[config.mk]
export PLATFORM = sky130hd
export DESIGN_NAME = flash_rd_seq
export DESIGN_NICKNAME = d
export VERILOG_FILES = /design/src/rtl/flash_rd_pkg.sv /design/src/rtl/flash_rd_tx_shift.sv /design/src/rtl/flash_rd_mode_drv.sv /design/src/rtl/flash_rd_rx_gather.sv /design/src/rtl/flash_rd_seq.sv
export SDC_FILE = /design/constraint.sdc
export NUM_CORES = 1
export LEC_CHECK = 0
export BUFFER_PORTS_ARGS = -buffer_cell sky130_fd_sc_hd__buf_2
export CORE_ASPECT_RATIO = 0.9
export CORE_MARGIN = 1.5
export CORE_UTILIZATION = 30
export DETAILED_ROUTE_END_ITERATION = 12
export GPL_ROUTABILITY_DRIVEN = 0
export HOLD_SLACK_MARGIN = 0.05
export REMOVE_ABC_BUFFERS = 1
export SETUP_SLACK_MARGIN = 0.1
export SYNTH_ARGS = -nofsm -noshare
export SYNTH_HDL_FRONTEND = slang
export SYNTH_SLANG_ARGS = --single-unit
[constraint.sdc]
create_clock -name clk_i -period 10.8 [get_ports clk_i]
set_input_delay 0.54 -clock clk_i [delete_from_list [all_inputs] [get_ports clk_i]]
set_output_delay 0.54 -clock clk_i [all_outputs]
set_load 0.005 [all_outputs]
[src/rtl/flash_rd_pkg.sv]
package flash_rd_pkg;
  localparam int LANES = 4;

  typedef enum logic [2:0] {
    ST_IDLE,
    ST_CMD,
    ST_ADDR,
    ST_MODE,
    ST_DATA
  } seq_state_e;

  // lane code -> log2(lanes); reserved code 3 falls back to single
  function automatic logic [1:0] lane_lg(input logic [1:0] code);
    case (code)
      2'd1:    return 2'd1;
      2'd2:    return 2'd2;
      default: return 2'd0;
    endcase
  endfunction

  function automatic logic [LANES-1:0] lane_mask(input logic [1:0] lg);
    case (lg)
      2'd0:    return 4'b0001;
      2'd1:    return 4'b0011;
      default: return 4'b1111;
    endcase
  endfunction
endpackage

[src/rtl/flash_rd_tx_shift.sv]
module flash_rd_tx_shift
  import flash_rd_pkg::*;
#(
  parameter int W = 32
) (
  input  logic             clk_i,
  input  logic             rst_ni,
  input  logic             load_i,
  input  logic [W-1:0]     load_val_i,
  input  logic             shift_i,
  input  logic [1:0]       lg_i,
  output logic [LANES-1:0] lanes_o
);
  logic [W-1:0] sr_q;

  always_ff @(posedge clk_i or negedge rst_ni) begin
    if (!rst_ni) begin
      sr_q <= '0;
    end else if (load_i) begin
      sr_q <= load_val_i;
    end else if (shift_i) begin
      case (lg_i)
        2'd0:    sr_q <= {sr_q[W-2:0], 1'b0};
        2'd1:    sr_q <= {sr_q[W-3:0], 2'b0};
        default: sr_q <= {sr_q[W-5:0], 4'b0};
      endcase
    end
  end

  always_comb begin
    case (lg_i)
      2'd0:    lanes_o = {3'b0, sr_q[W-1]};
      2'd1:    lanes_o = {2'b0, sr_q[W-1:W-2]};
      default: lanes_o = sr_q[W-1:W-4];
    endcase
  end
endmodule

[src/rtl/flash_rd_mode_drv.sv]
module flash_rd_mode_drv
  import flash_rd_pkg::*;
#(
  parameter int PAT_W  = 16,
  parameter int IDX_W  = 4
) (
  input  logic [IDX_W-1:0] idx_i,
  input  logic [PAT_W-1:0] pat_i,
  input  logic [PAT_W-1:0] oe_i,
  output logic [LANES-1:0] d_o,
  output logic [LANES-1:0] oe_o
);
  localparam int NIB = PAT_W / LANES;

  logic [PAT_W-1:0] pat_sh, oe_sh;

  always_comb begin
    pat_sh = pat_i << (LANES * int'(idx_i));
    oe_sh  = oe_i  << (LANES * int'(idx_i));
    if (int'(idx_i) < NIB) begin
      oe_o = oe_sh[PAT_W-1 -: LANES];
      d_o  = pat_sh[PAT_W-1 -: LANES] & oe_o;
    end else begin
      oe_o = '0;
      d_o  = '0;
    end
  end
endmodule

[src/rtl/flash_rd_rx_gather.sv]
module flash_rd_rx_gather
  import flash_rd_pkg::*;
#(
  parameter int W = 32
) (
  input  logic             clk_i,
  input  logic             rst_ni,
  input  logic             en_i,
  input  logic [1:0]       lg_i,
  input  logic [LANES-1:0] sdio_i,
  output logic [W-1:0]     word_o
);
  localparam int NBYTES = W / 8;

  logic [W-1:0] sr_q;

  always_ff @(posedge clk_i or negedge rst_ni) begin
    if (!rst_ni) begin
      sr_q <= '0;
    end else if (en_i) begin
      case (lg_i)
        2'd0:    sr_q <= {sr_q[W-2:0], sdio_i[1]};
        2'd1:    sr_q <= {sr_q[W-3:0], sdio_i[1:0]};
        default: sr_q <= {sr_q[W-5:0], sdio_i};
      endcase
    end
  end

  // first byte on the wire sits at the top of sr_q; move it to the bottom
  for (genvar b = 0; b < NBYTES; b++) begin : g_swap
    assign word_o[8*b +: 8] = sr_q[W-1-8*b -: 8];
  end
endmodule

[src/rtl/flash_rd_seq.sv]
module flash_rd_seq
  import flash_rd_pkg::*;
#(
  parameter int CMD_W        = 8,
  parameter int ADDR_W       = 32,
  parameter int SHORT_ADDR_W = 24,
  parameter int DATA_W       = 32,
  parameter int PAT_W        = 16,
  parameter int MCLK_W       = 4
) (
  input  logic              clk_i,
  input  logic              rst_ni,
  input  logic              fetch_req_i,
  input  logic [ADDR_W-1:0] fetch_addr_i,
  input  logic              sck_en_i,
  input  logic [CMD_W-1:0]  cmd_code_i,
  input  logic [1:0]        cmd_lanes_i,
  input  logic [1:0]        addr_lanes_i,
  input  logic [1:0]        data_lanes_i,
  input  logic              addr_32b_i,
  input  logic              skip_cmd_i,
  input  logic [MCLK_W-1:0] mode_clks_i,
  input  logic [PAT_W-1:0]  mode_pat_i,
  input  logic [PAT_W-1:0]  mode_oe_i,
  input  logic [LANES-1:0]  sdio_i,
  output logic [LANES-1:0]  sdio_o,
  output logic [LANES-1:0]  sdio_oe_o,
  output logic              active_o,
  output logic              rvalid_o,
  output logic [DATA_W-1:0] rdata_o
);
  localparam int MAX_BITS = (ADDR_W > DATA_W) ? ADDR_W : DATA_W;
  localparam int CNT_W    = $clog2(MAX_BITS + 1);

  seq_state_e        state_q;
  logic [CNT_W-1:0]  bits_q;
  logic [MCLK_W-1:0] midx_q;
  logic [ADDR_W-1:0] addr_q;
  logic              rvalid_q;

  logic [1:0]        lg_now;
  logic [CNT_W-1:0]  step;
  logic              phase_last;
  logic [CNT_W-1:0]  addr_bits;
  logic [ADDR_W-1:0] addr_word, addr_word_new;
  logic              tx_load, tx_shift;
  logic [ADDR_W-1:0] tx_load_val;
  logic [LANES-1:0]  tx_lanes, mode_d, mode_oe;
  logic              rx_en;

  always_comb begin
    case (state_q)
      ST_CMD:  lg_now = lane_lg(cmd_lanes_i);
      ST_ADDR: lg_now = lane_lg(addr_lanes_i);
      ST_DATA: lg_now = lane_lg(data_lanes_i);
      default: lg_now = 2'd0;
    endcase
  end

  assign step       = CNT_W'(1) << lg_now;
  assign phase_last = (bits_q == step);
  assign addr_bits  = addr_32b_i ? CNT_W'(ADDR_W) : CNT_W'(SHORT_ADDR_W);

  // left-align the address so the serializer always shifts from the top
  assign addr_word     = addr_32b_i ? addr_q :
                         {addr_q[SHORT_ADDR_W-1:0], {(ADDR_W-SHORT_ADDR_W){1'b0}}};
  assign addr_word_new = addr_32b_i ? fetch_addr_i :
                         {fetch_addr_i[SHORT_ADDR_W-1:0], {(ADDR_W-SHORT_ADDR_W){1'b0}}};

  always_comb begin
    tx_load     = 1'b0;
    tx_load_val = addr_word;
    if (state_q == ST_IDLE && fetch_req_i) begin
      tx_load     = 1'b1;
      tx_load_val = skip_cmd_i ? addr_word_new :
                    {cmd_code_i, {(ADDR_W-CMD_W){1'b0}}};
    end else if (state_q == ST_CMD && sck_en_i && phase_last) begin
      tx_load     = 1'b1;
      tx_load_val = addr_word;
    end
  end

  assign tx_shift = sck_en_i && (state_q == ST_CMD || state_q == ST_ADDR);
  assign rx_en    = sck_en_i && (state_q == ST_DATA);

  always_ff @(posedge clk_i or negedge rst_ni) begin
    if (!rst_ni) begin
      state_q  <= ST_IDLE;
      bits_q   <= '0;
      midx_q   <= '0;
      addr_q   <= '0;
      rvalid_q <= 1'b0;
    end else begin
      rvalid_q <= 1'b0;
      unique case (state_q)
        ST_IDLE: begin
          if (fetch_req_i) begin
            addr_q <= fetch_addr_i;
            if (skip_cmd_i) begin
              state_q <= ST_ADDR;
              bits_q  <= addr_bits;
            end else begin
              state_q <= ST_CMD;
              bits_q  <= CNT_W'(CMD_W);
            end
          end
        end
        ST_CMD: begin
          if (sck_en_i) begin
            if (phase_last) begin
              state_q <= ST_ADDR;
              bits_q  <= addr_bits;
            end else begin
              bits_q <= bits_q - step;
            end
          end
        end
        ST_ADDR: begin
          if (sck_en_i) begin
            if (phase_last) begin
              if (mode_clks_i != '0) begin
                state_q <= ST_MODE;
                midx_q  <= '0;
              end else begin
                state_q <= ST_DATA;
                bits_q  <= CNT_W'(DATA_W);
              end
            end else begin
              bits_q <= bits_q - step;
            end
          end
        end
        ST_MODE: begin
          if (sck_en_i) begin
            if (midx_q == mode_clks_i - MCLK_W'(1)) begin
              state_q <= ST_DATA;
              bits_q  <= CNT_W'(DATA_W);
            end else begin
              midx_q <= midx_q + MCLK_W'(1);
            end
          end
        end
        ST_DATA: begin
          if (sck_en_i) begin
            if (phase_last) begin
              state_q  <= ST_IDLE;
              rvalid_q <= 1'b1;
            end else begin
              bits_q <= bits_q - step;
            end
          end
        end
        default: state_q <= ST_IDLE;
      endcase
    end
  end

  flash_rd_tx_shift #(.W(ADDR_W)) u_tx (
    .clk_i      (clk_i),
    .rst_ni     (rst_ni),
    .load_i     (tx_load),
    .load_val_i (tx_load_val),
    .shift_i    (tx_shift),
    .lg_i       (lg_now),
    .lanes_o    (tx_lanes)
  );

  flash_rd_mode_drv #(.PAT_W(PAT_W), .IDX_W(MCLK_W)) u_mode (
    .idx_i (midx_q),
    .pat_i (mode_pat_i),
    .oe_i  (mode_oe_i),
    .d_o   (mode_d),
    .oe_o  (mode_oe)
  );

  flash_rd_rx_gather #(.W(DATA_W)) u_rx (
    .clk_i  (clk_i),
    .rst_ni (rst_ni),
    .en_i   (rx_en),
    .lg_i   (lg_now),
    .sdio_i (sdio_i),
    .word_o (rdata_o)
  );

  always_comb begin
    sdio_o    = '0;
    sdio_oe_o = '0;
    case (state_q)
      ST_CMD, ST_ADDR: begin
        sdio_o    = tx_lanes;
        sdio_oe_o = lane_mask(lg_now);
      end
      ST_MODE: begin
        sdio_o    = mode_d;
        sdio_oe_o = mode_oe;
      end
      default: ;
    endcase
  end

  assign active_o = (state_q != ST_IDLE);
  assign rvalid_o = rvalid_q;
endmodule

# Yosys cells after proc, flatten, opt, wreduce, memory -nomap -nowiden
# Index checks and enable logic that the tools add are counted.
# op_classes
n_addsub	3
order_cmp	1
n_eq_ne	26
n_shift	3
n_mux	54
bitwise_logic	1
reduce_logical	18
# op_table
operator	n
$mux 32	6
$pmux 32 s2	2
$mux 6	12
$pmux 4 s2	5
$shl 16x6->16	2
$mux 3	10
$pmux 6 s5	1
$mux 4	7
$ne 2x2->1 const B	11
$reduce_and 9->1	2
$pmux 3 s5	1
$pmux 2 s2	3
$eq 2x1->1 const B	4
$eq 2x2->1 const B	3
$eq 3x2->1 const B	2
$eq 6x6->1	1
$pmux 2 s3	1
$reduce_and 6->1	1
$shl 1x2->6 const A	1
$sub 6x6->6	1
$logic_and 1x1->1	5
$mux 1	5
$reduce_bool 5->1	1
$add 4x1->4 const B	1
17 further kinds	18
# word_totals
ff_bits	110
output_inout_bits	42

# Depth between registers and ports, before layout
# Gate-level depths: netlist of run 1.
# depth
ltp_word	9
ltp_mapped	18

# Hierarchy
# From an unflattened synthesis of run 1, not the netlist that was laid out.
# unflattened
cells_unflattened	891
hier_area_um2	7985.2
# modules_own_cells
module	instances	cells_per_inst	area_per_inst_um2	seq_area_each_um2
flash_rd_seq	1	468	3689.8	1151.1
flash_rd_tx_shift	1	220	2182.1	800.8
flash_rd_rx_gather	1	179	1829.3	800.8
flash_rd_mode_drv	1	24	284.0	0.0

# Least setup slack after synthesis of run 1
# OpenSTA, ideal clock, no wires.
# synth_path
path_type	reg-to-reg
startpoint	register state_q[0]
endpoint	register bits_q[3]
t_arrival_ns	3.449
required_ns	10.682
slack_ns	7.233
stages_incl_launch_ff	17
path_buffers	5
period_less_slack_ns	3.567
cell_sequence	dfrtp_1 -> buf_6 -> or3b_1 -> buf_2 -> or3b_4 -> o311ai_4 -> buf_8 -> buf_6 -> inv_1 -> ha_1 -> nand4b_1 -> or2_2 -> clkbuf_1 -> a21boi_0 -> a211o_1 -> a21oi_1 -> a21o_1
# synth_between
elab_chain_len	7
word_cells_on_any_way	26
# synth_lines
element	line_no	text
start, declared	flash_rd_seq.sv:35	seq_state_e state_q;
start signal, assigned	flash_rd_seq.sv:88	state_q <= ST_IDLE;
start signal, assigned	flash_rd_seq.sv:100	state_q <= ST_ADDR;
start signal, assigned	flash_rd_seq.sv:103	state_q <= ST_CMD;
$eq 3x3->1, or another cell as far along	flash_rd_seq.sv:52, flash_rd_seq.sv:95	
$pmux 2 s3	flash_rd_seq.sv:52	case (state_q)
$shl 1x2->6	flash_rd_seq.sv:60	assign step = CNT_W'(1) << lg_now;
$sub 6x6->6 / $eq 6x6->1 (equally long branches)	--	
$mux 6 (on tied branches)	flash_rd_seq.sv:145, flash_rd_seq.sv:110, flash_rd_seq.sv:120	
$mux 6 (on tied branches)	flash_rd_seq.sv:144, flash_rd_seq.sv:109, flash_rd_seq.sv:119	
$pmux 6 s5	flash_rd_seq.sv:95	unique case (state_q)
end signal, assigned	flash_rd_seq.sv:114	bits_q <= bits_q - step;
end signal, assigned	flash_rd_seq.sv:129	bits_q <= bits_q - step;
end signal, assigned	flash_rd_seq.sv:149	bits_q <= bits_q - step;
end, declared	flash_rd_seq.sv:36	logic [CNT_W-1:0] bits_q;
# Parallel ways exist; a longest one is shown, timed or not. The select of a mux whose other input is x is not followed.
# A chain may end at the register's enable or synchronous reset.

# Worst setup path after layout of run 1
# layout_path
startpoint	register state_q[2]
endpoint	register u_tx.sr_q[23]
# layout_between
elab_chain_len	8
word_cells_on_any_way	21
# layout_lines
element	line_no	text
$eq 3x3->1, or another cell as far along	flash_rd_seq.sv:52	
$pmux 2 s3	flash_rd_seq.sv:52	
$shl 1x2->6	flash_rd_seq.sv:60	
$eq 6x6->1	flash_rd_seq.sv:61	assign phase_last = (bits_q == step);
$logic_and 1x1->1	flash_rd_seq.sv:77	end else if (state_q == ST_CMD && sck_en_i && phase_last) begin
$mux 1	flash_rd_seq.sv:77	
$mux 1	flash_rd_seq.sv:73	if (state_q == ST_IDLE && fetch_req_i) begin
$mux 32 / $reduce_bool 2->1 (equally long branches)	--	
end signal, assigned	flash_rd_tx_shift.sv:20	sr_q <= load_val_i;
end signal, assigned	flash_rd_tx_shift.sv:23	2'd0: sr_q <= {sr_q[W-2:0], 1'b0};
end signal, assigned	flash_rd_tx_shift.sv:24	2'd1: sr_q <= {sr_q[W-3:0], 2'b0};
end, declared	flash_rd_tx_shift.sv:14	logic [W-1:0] sr_q;
# Parallel ways exist; a longest one is shown, timed or not. The select of a mux whose other input is x is not followed.

==> metrics.txt, run 1 <==
max-cap violations 0; largest net degree at the start of global routing 79; Reg clk slew, reported paths 0.07 ns; Overflow after GRT 0; capturing point of the worst reg2reg path u_tx.sr_q[23]; Seq/Total Area, Yosys 39.6%; Max H-tree Level 3; fin crit period 4.98 ns; top cell type's share of synthesized area 39.6%; initial DRC count 348; Die W 163 um; share of layout cells above drive strength 1 21.6%; Main synth FF type dfrtp_1; dominant cell type by area after synthesis dfrtp_1; # IOs 134; Layout area overhead 15.5%; Row Count 52; Netlist cell types 70; Worst setup EP type flop; FF+latch count, synth 110; die area 24100 um^2; vias in the first global route 6133; Synth Instances 798; Critical Path Source Type flop; placed cell count 1171; drt drc 0; Register-to-Register Path Depth 13; Finished Layout Cells 1187; Tightest Pin Transition 1.04 ns; P_leak 3.61 nW; CTS resizes 0; drt first pass iters 5; NumNets Final 984; XOR/XNOR Fraction of Synth Area 0.883%; initial antenna violation count 0; adder-cell share of the synthesized area 1.37%; Final period util 46.1%; Max rail drop VDD 0.121 mV; Avg Vias per Cell 5.41; Clock Tree Root clkbuf_16; antenna cell count 0; postcts setup bufs 0; core area 22600 um^2; Die Ht 147 um; critical path class reg -> reg; TritonCTS Buffers 9; CTS Sinks 110; final wirelength 20500 um; first-pass GRT wire length 33500 um; worst-path fanout max 65; setup TNS 0 ns; Post-Synth Simple-Gate Area 16.5%; worst endpoint required time 11.03 ns; post-DP HPWL 13800 um; CTS Hold Bufs 0; routed len/inst 17.2 um; final setup fails 0; hold crit path type in -> async; Starting Density 30.8%; post-synthesis compound-gate area fraction 26.3%; largest family of logic cells by synthesized area compound AO/OA/AOI/OAI gates; asr flop ratio synth 100%; PortBufs 133; reg2reg start state_q[2]; cell area power density 276 nW/um^2; CP arrival 5.21 ns; yosys warns 0; GRT Total Usage 17.3%; post-synthesis instance area 6940 um^2; via count 6417; fmax 201 MHz; status finished, final reports clean; Fin. Hold Viols 0; Antenna Nets Post-Route 0; clk buf depth 2; Worst slew margin 30.8%; unrepaired setup endpoints after global routing no; Area contributors post-synth dfrtp_1, nand2_1, a21oi_1; synth cell count leaders nand2_1, dfrtp_1, a21oi_1; EDFF count, synth 0; CTS tree built; r2r setup slk 5.82 ns; Clk Latency, worst-skew pair 0.36 ns; Final Max Slew Viols 0; worst clock skew 0.00703 ns; post-synthesis mux area share 9.15%; most frequent cell after synthesis nand2_1; Synth Area per Inst 8.70 um^2
## worst max path at each step
stage	from	to	slack [ns]	cells after the start
final	state_q[2]	u_tx.sr_q[23]	5.82	13
after global routing	state_q[2]	u_tx.sr_q[18]	5.47	13
after CTS	state_q[2]	u_tx.sr_q[15]	5.87	13
after detailed placement	state_q[2]	u_tx.sr_q[15]	5.88	13
after global placement	state_q[2]	u_tx.sr_q[23]	5.97	13
after floorplan	state_q[0]	u_tx.sr_q[13]	5.76	10
## flip-flops by register name, indices dropped and copies added, names as in the netlist
| signal | count |
|---|---|
| addr_q | 32 |
| bits_q | 6 |
| midx_q | 4 |
| rvalid_o | 1 |
| state_q | 3 |
| u_rx.sr_q | 32 |
| u_tx.sr_q | 32 |
## final cells by class
| type | instances | area (um^2) |
|---|---|---|
| Clock inverter | 5 | 56.3 |
| Multi-Input combinational cell | 606 | 3780 |
| Tap cell | 297 | 372 |
| Clock buffer | 11 | 253 |
| Sequential cell | 110 | 2750 |
| Inverter | 14 | 52.6 |
| Fill cell | 2367 | 14600 |
| Timing Repair Buffer | 144 | 751 |
## metal layers
layer / vias up / track usage (%) / part of all wire, %
met4: 0 / 3.67 / 1.2
met1: 3106 / 24.6 / 48
met3: 18 / 3.44 / 5.9
met2: 203 / 27.2 / 45
met5: - / 0 / 0
li1: 3090 / - / -
## placed cells by master (no fill, tap or decap), types with 3 or more instances in the layout
cell type  count
a21o_1         3
a21oi_1       70
a221oi_1      22
a22o_1        17
a22oi_1       38
a31oi_1       34
a32o_1         3
a32oi_1        4
buf_2        132
buf_4         12
clkbuf_16      9
dfrtp_1      110
ha_1           6
inv_1         14
mux2_2        12
mux2i_1       32
mux4_2         8
nand2_1      174
nand2b_1       7
nand3_1        4
nor2_1        44
nor2b_1        5
nor3_1         4
o21ai_0       37
o21ai_1        9
o22ai_1       15
xnor2_1        3
xor2_1         4
## cells by family after synthesis
group | after synthesis
AOI/OAI and AO/OA | 276
xor gates and xnor gates | 7
adders and majority gates | 7
buffers and inverters | 82
DFF | 110
muxes | 52
other | 1
and+or+nand+nor | 263
## worst max-delay path, stage by stage (launching register included)
cell,delay (ns)
dfrtp_1,0.71
or3b_1,0.55
or3b_4,0.43
o311ai_4,0.09
buf_4,0.63
inv_1,0.10
ha_1,0.31
nand4b_1,0.20
nor4_4,0.07
buf_4,0.21
nor2_2,0.28
nand2_1,0.66
a221oi_1,0.48
a21oi_1,0.11
## stage by stage
| step | util (%) | hold slack (ns) | setup slack, ns | total power, W | instance area (um^2) |
|---|---|---|---|---|---|
| after global placement | 34.1 | 0.449 | 5.97 | 0.00185 | 7710 |
| after global routing | 35.5 | 0.149 | 5.47 | 0.00242 | 8020 |
| after floorplan | - | 0.244 | 5.76 | 0.00149 | 6580 |
| after detailed placement | 34.1 | 0.458 | 5.88 | 0.00187 | 7710 |
| after CTS | 35.5 | 0.139 | 5.87 | 0.00223 | 8020 |
| final | 35.5 | 0.131 | 5.82 | 0.00221 | 8020 |
## power breakdown
part | switching (W) | internal (W) | leakage, nW
clock | 0.000160 | 0.000193 | 0.152
sequential | 0.000231 | 0.000607 | 1.35
combinational | 0.000572 | 0.000449 | 2.11
Note: power is estimated with default switching activity, not from simulation.
==> inputs of run 2 (changes only) <==
- clock period: 10.8 -> 4.9 ns (I/O delays scaled with it)
==> run 2 against run 1 <==
Net effect:
- register-to-register slack got worse by 4.8 ns
- sequential cell count unchanged
- sequential power increased by 120%
- clock power increased by 110%
- wire length increased by 0.24%
- critical endpoint is now midx_q[2]
- largest cell class unchanged
==> metrics.txt, run 2 (synthesis results as in run 1) <==
largest net degree at the start of global routing 80; routed len/inst 17.2 um; post-DP HPWL 14100 um; vias in the first global route 6233; Finished Layout Cells 1190; drt drc 0; Final Core Density 35.5%; antenna cell count 0; unrepaired setup endpoints after global routing no; Die Ht 147 um; clk buf depth 2; postcts setup bufs 0; Overflow after GRT 0; CTS Hold Bufs 0; Final period util 79.0%; fin crit period 3.87 ns; Critical Path Source Type flop; critical path class reg -> reg; Clk Latency, worst-skew pair 0.36 ns; Worst slew margin 29.9%; Clock Tree Root clkbuf_16; Max rail drop VDD 0.251 mV; CTS Sinks 110; placed cell count 1174; CTS resizes 0; Avg Vias per Cell 5.41; drt first pass iters 5; CP arrival 4.16 ns; hold crit path type in -> async; final wirelength 20500 um; Fin. Hold Viols 0; PortBufs 133; GRT met3 Usage 3.33%; share of layout cells above drive strength 1 21.8%; via count 6433; worst endpoint required time 5.19 ns; TritonCTS Buffers 9; Regs by FF count addr_q (32), u_rx.sr_q (32), u_tx.sr_q (32); P_leak 3.61 nW; GRT Total Usage 17.4%; NumNets Final 987; CTS tree built; fmax 258 MHz; max-cap violations 0; core area 22600 um^2; Die W 163 um; Reg clk slew, reported paths 0.08 ns; met2 usage 27.4%; Tightest Pin Transition 1.05 ns; Layout area overhead 15.4%; Max H-tree Level 3; Final Max Slew Viols 0; die area 24100 um^2; cell area power density 606 nW/um^2; worst clock skew 0.0118 ns; commonest non-fill, non-tap cells in the layout nand2_1, buf_2, dfrtp_1, a21oi_1, nor2_1; Starting Density 30.8%; GR peak layer met2; met1 Track Usage GR 24.8%; r2r setup slk 1.03 ns; initial DRC count 408; worst-path fanout max 21; final setup fails 0; most common cell after layout, fill and taps aside nand2_1; # IOs 134; Antenna Nets Post-Route 0; status finished, final reports clean; Row Count 52; Worst setup EP type flop; first-pass GRT wire length 33500 um; initial antenna violation count 0
## run 2: final timing paths
path | from | end | cells past startpoint
setup / recovery | state_q[2] | midx_q[2] | 11
hold / removal | rst_ni | midx_q[0] | 1
setup reg to reg | state_q[2] | midx_q[2] | 11
hold reg to reg | addr_q[1] | addr_q[1] | 2
max in group asynchronous | rst_ni | u_rx.sr_q[3] | 2
min in group clk_i | fetch_addr_i[24] | addr_q[24] | 3
## run 2: layout make-up
| class | count | area (um^2) |
|---|---|---|
| flip-flops and latches | 110 | 2750 |
| inverters | 14 | 52.6 |
| clock inverters | 6 | 52.6 |
| well taps | 297 | 372 |
| repair buffers | 147 | 773 |
| fillers | 2384 | 14600 |
| multi-input cells | 606 | 3780 |
| clock buffers | 10 | 229 |
## run 2: worst max-delay path: stages (launching register included)
cell and delay, ns:
dfrtp_1 0.73, or3b_1 0.54, or3b_4 0.43, o311ai_4 0.12
inv_1 0.09, ha_1 0.29, nand4b_1 0.21, nor2_1 0.51
nand3_1 0.13, a21oi_1 0.37, nand3_1 0.18, o2bb2ai_1 0.19
## run 2: stage by stage
step                hold slack (ns)  power [W]  TNS (ns)  setup WS [ns]  instance area [um^2]
finish                       0.0449    0.00485         0           1.03                  8020
CTS                          0.0732    0.00489         0           1.07                  8020
global placement              0.449    0.00410         0           1.17                  7730
detailed placement            0.460    0.00414         0           1.13                  7730
floorplan                   -0.0506    0.00329     -3.33         -0.139                  6580
global route                 0.0935    0.00531         0          0.783                  8020
## run 2: metal layers
metal / part of all wire (%) / wire length (um)
met1: 48 / 9850
met2: 45 / 9250
met3: 6.2 / 1270
met5: 0 / 0
met4: 0.73 / 150
## run 2: power by group
part	internal, W	switching, W	leakage (nW)
logic	0.00100	0.00127	2.12
clock network	0.000356	0.000377	0.138
registers	0.00134	0.000507	1.35
total	0.00270	0.00216	3.61
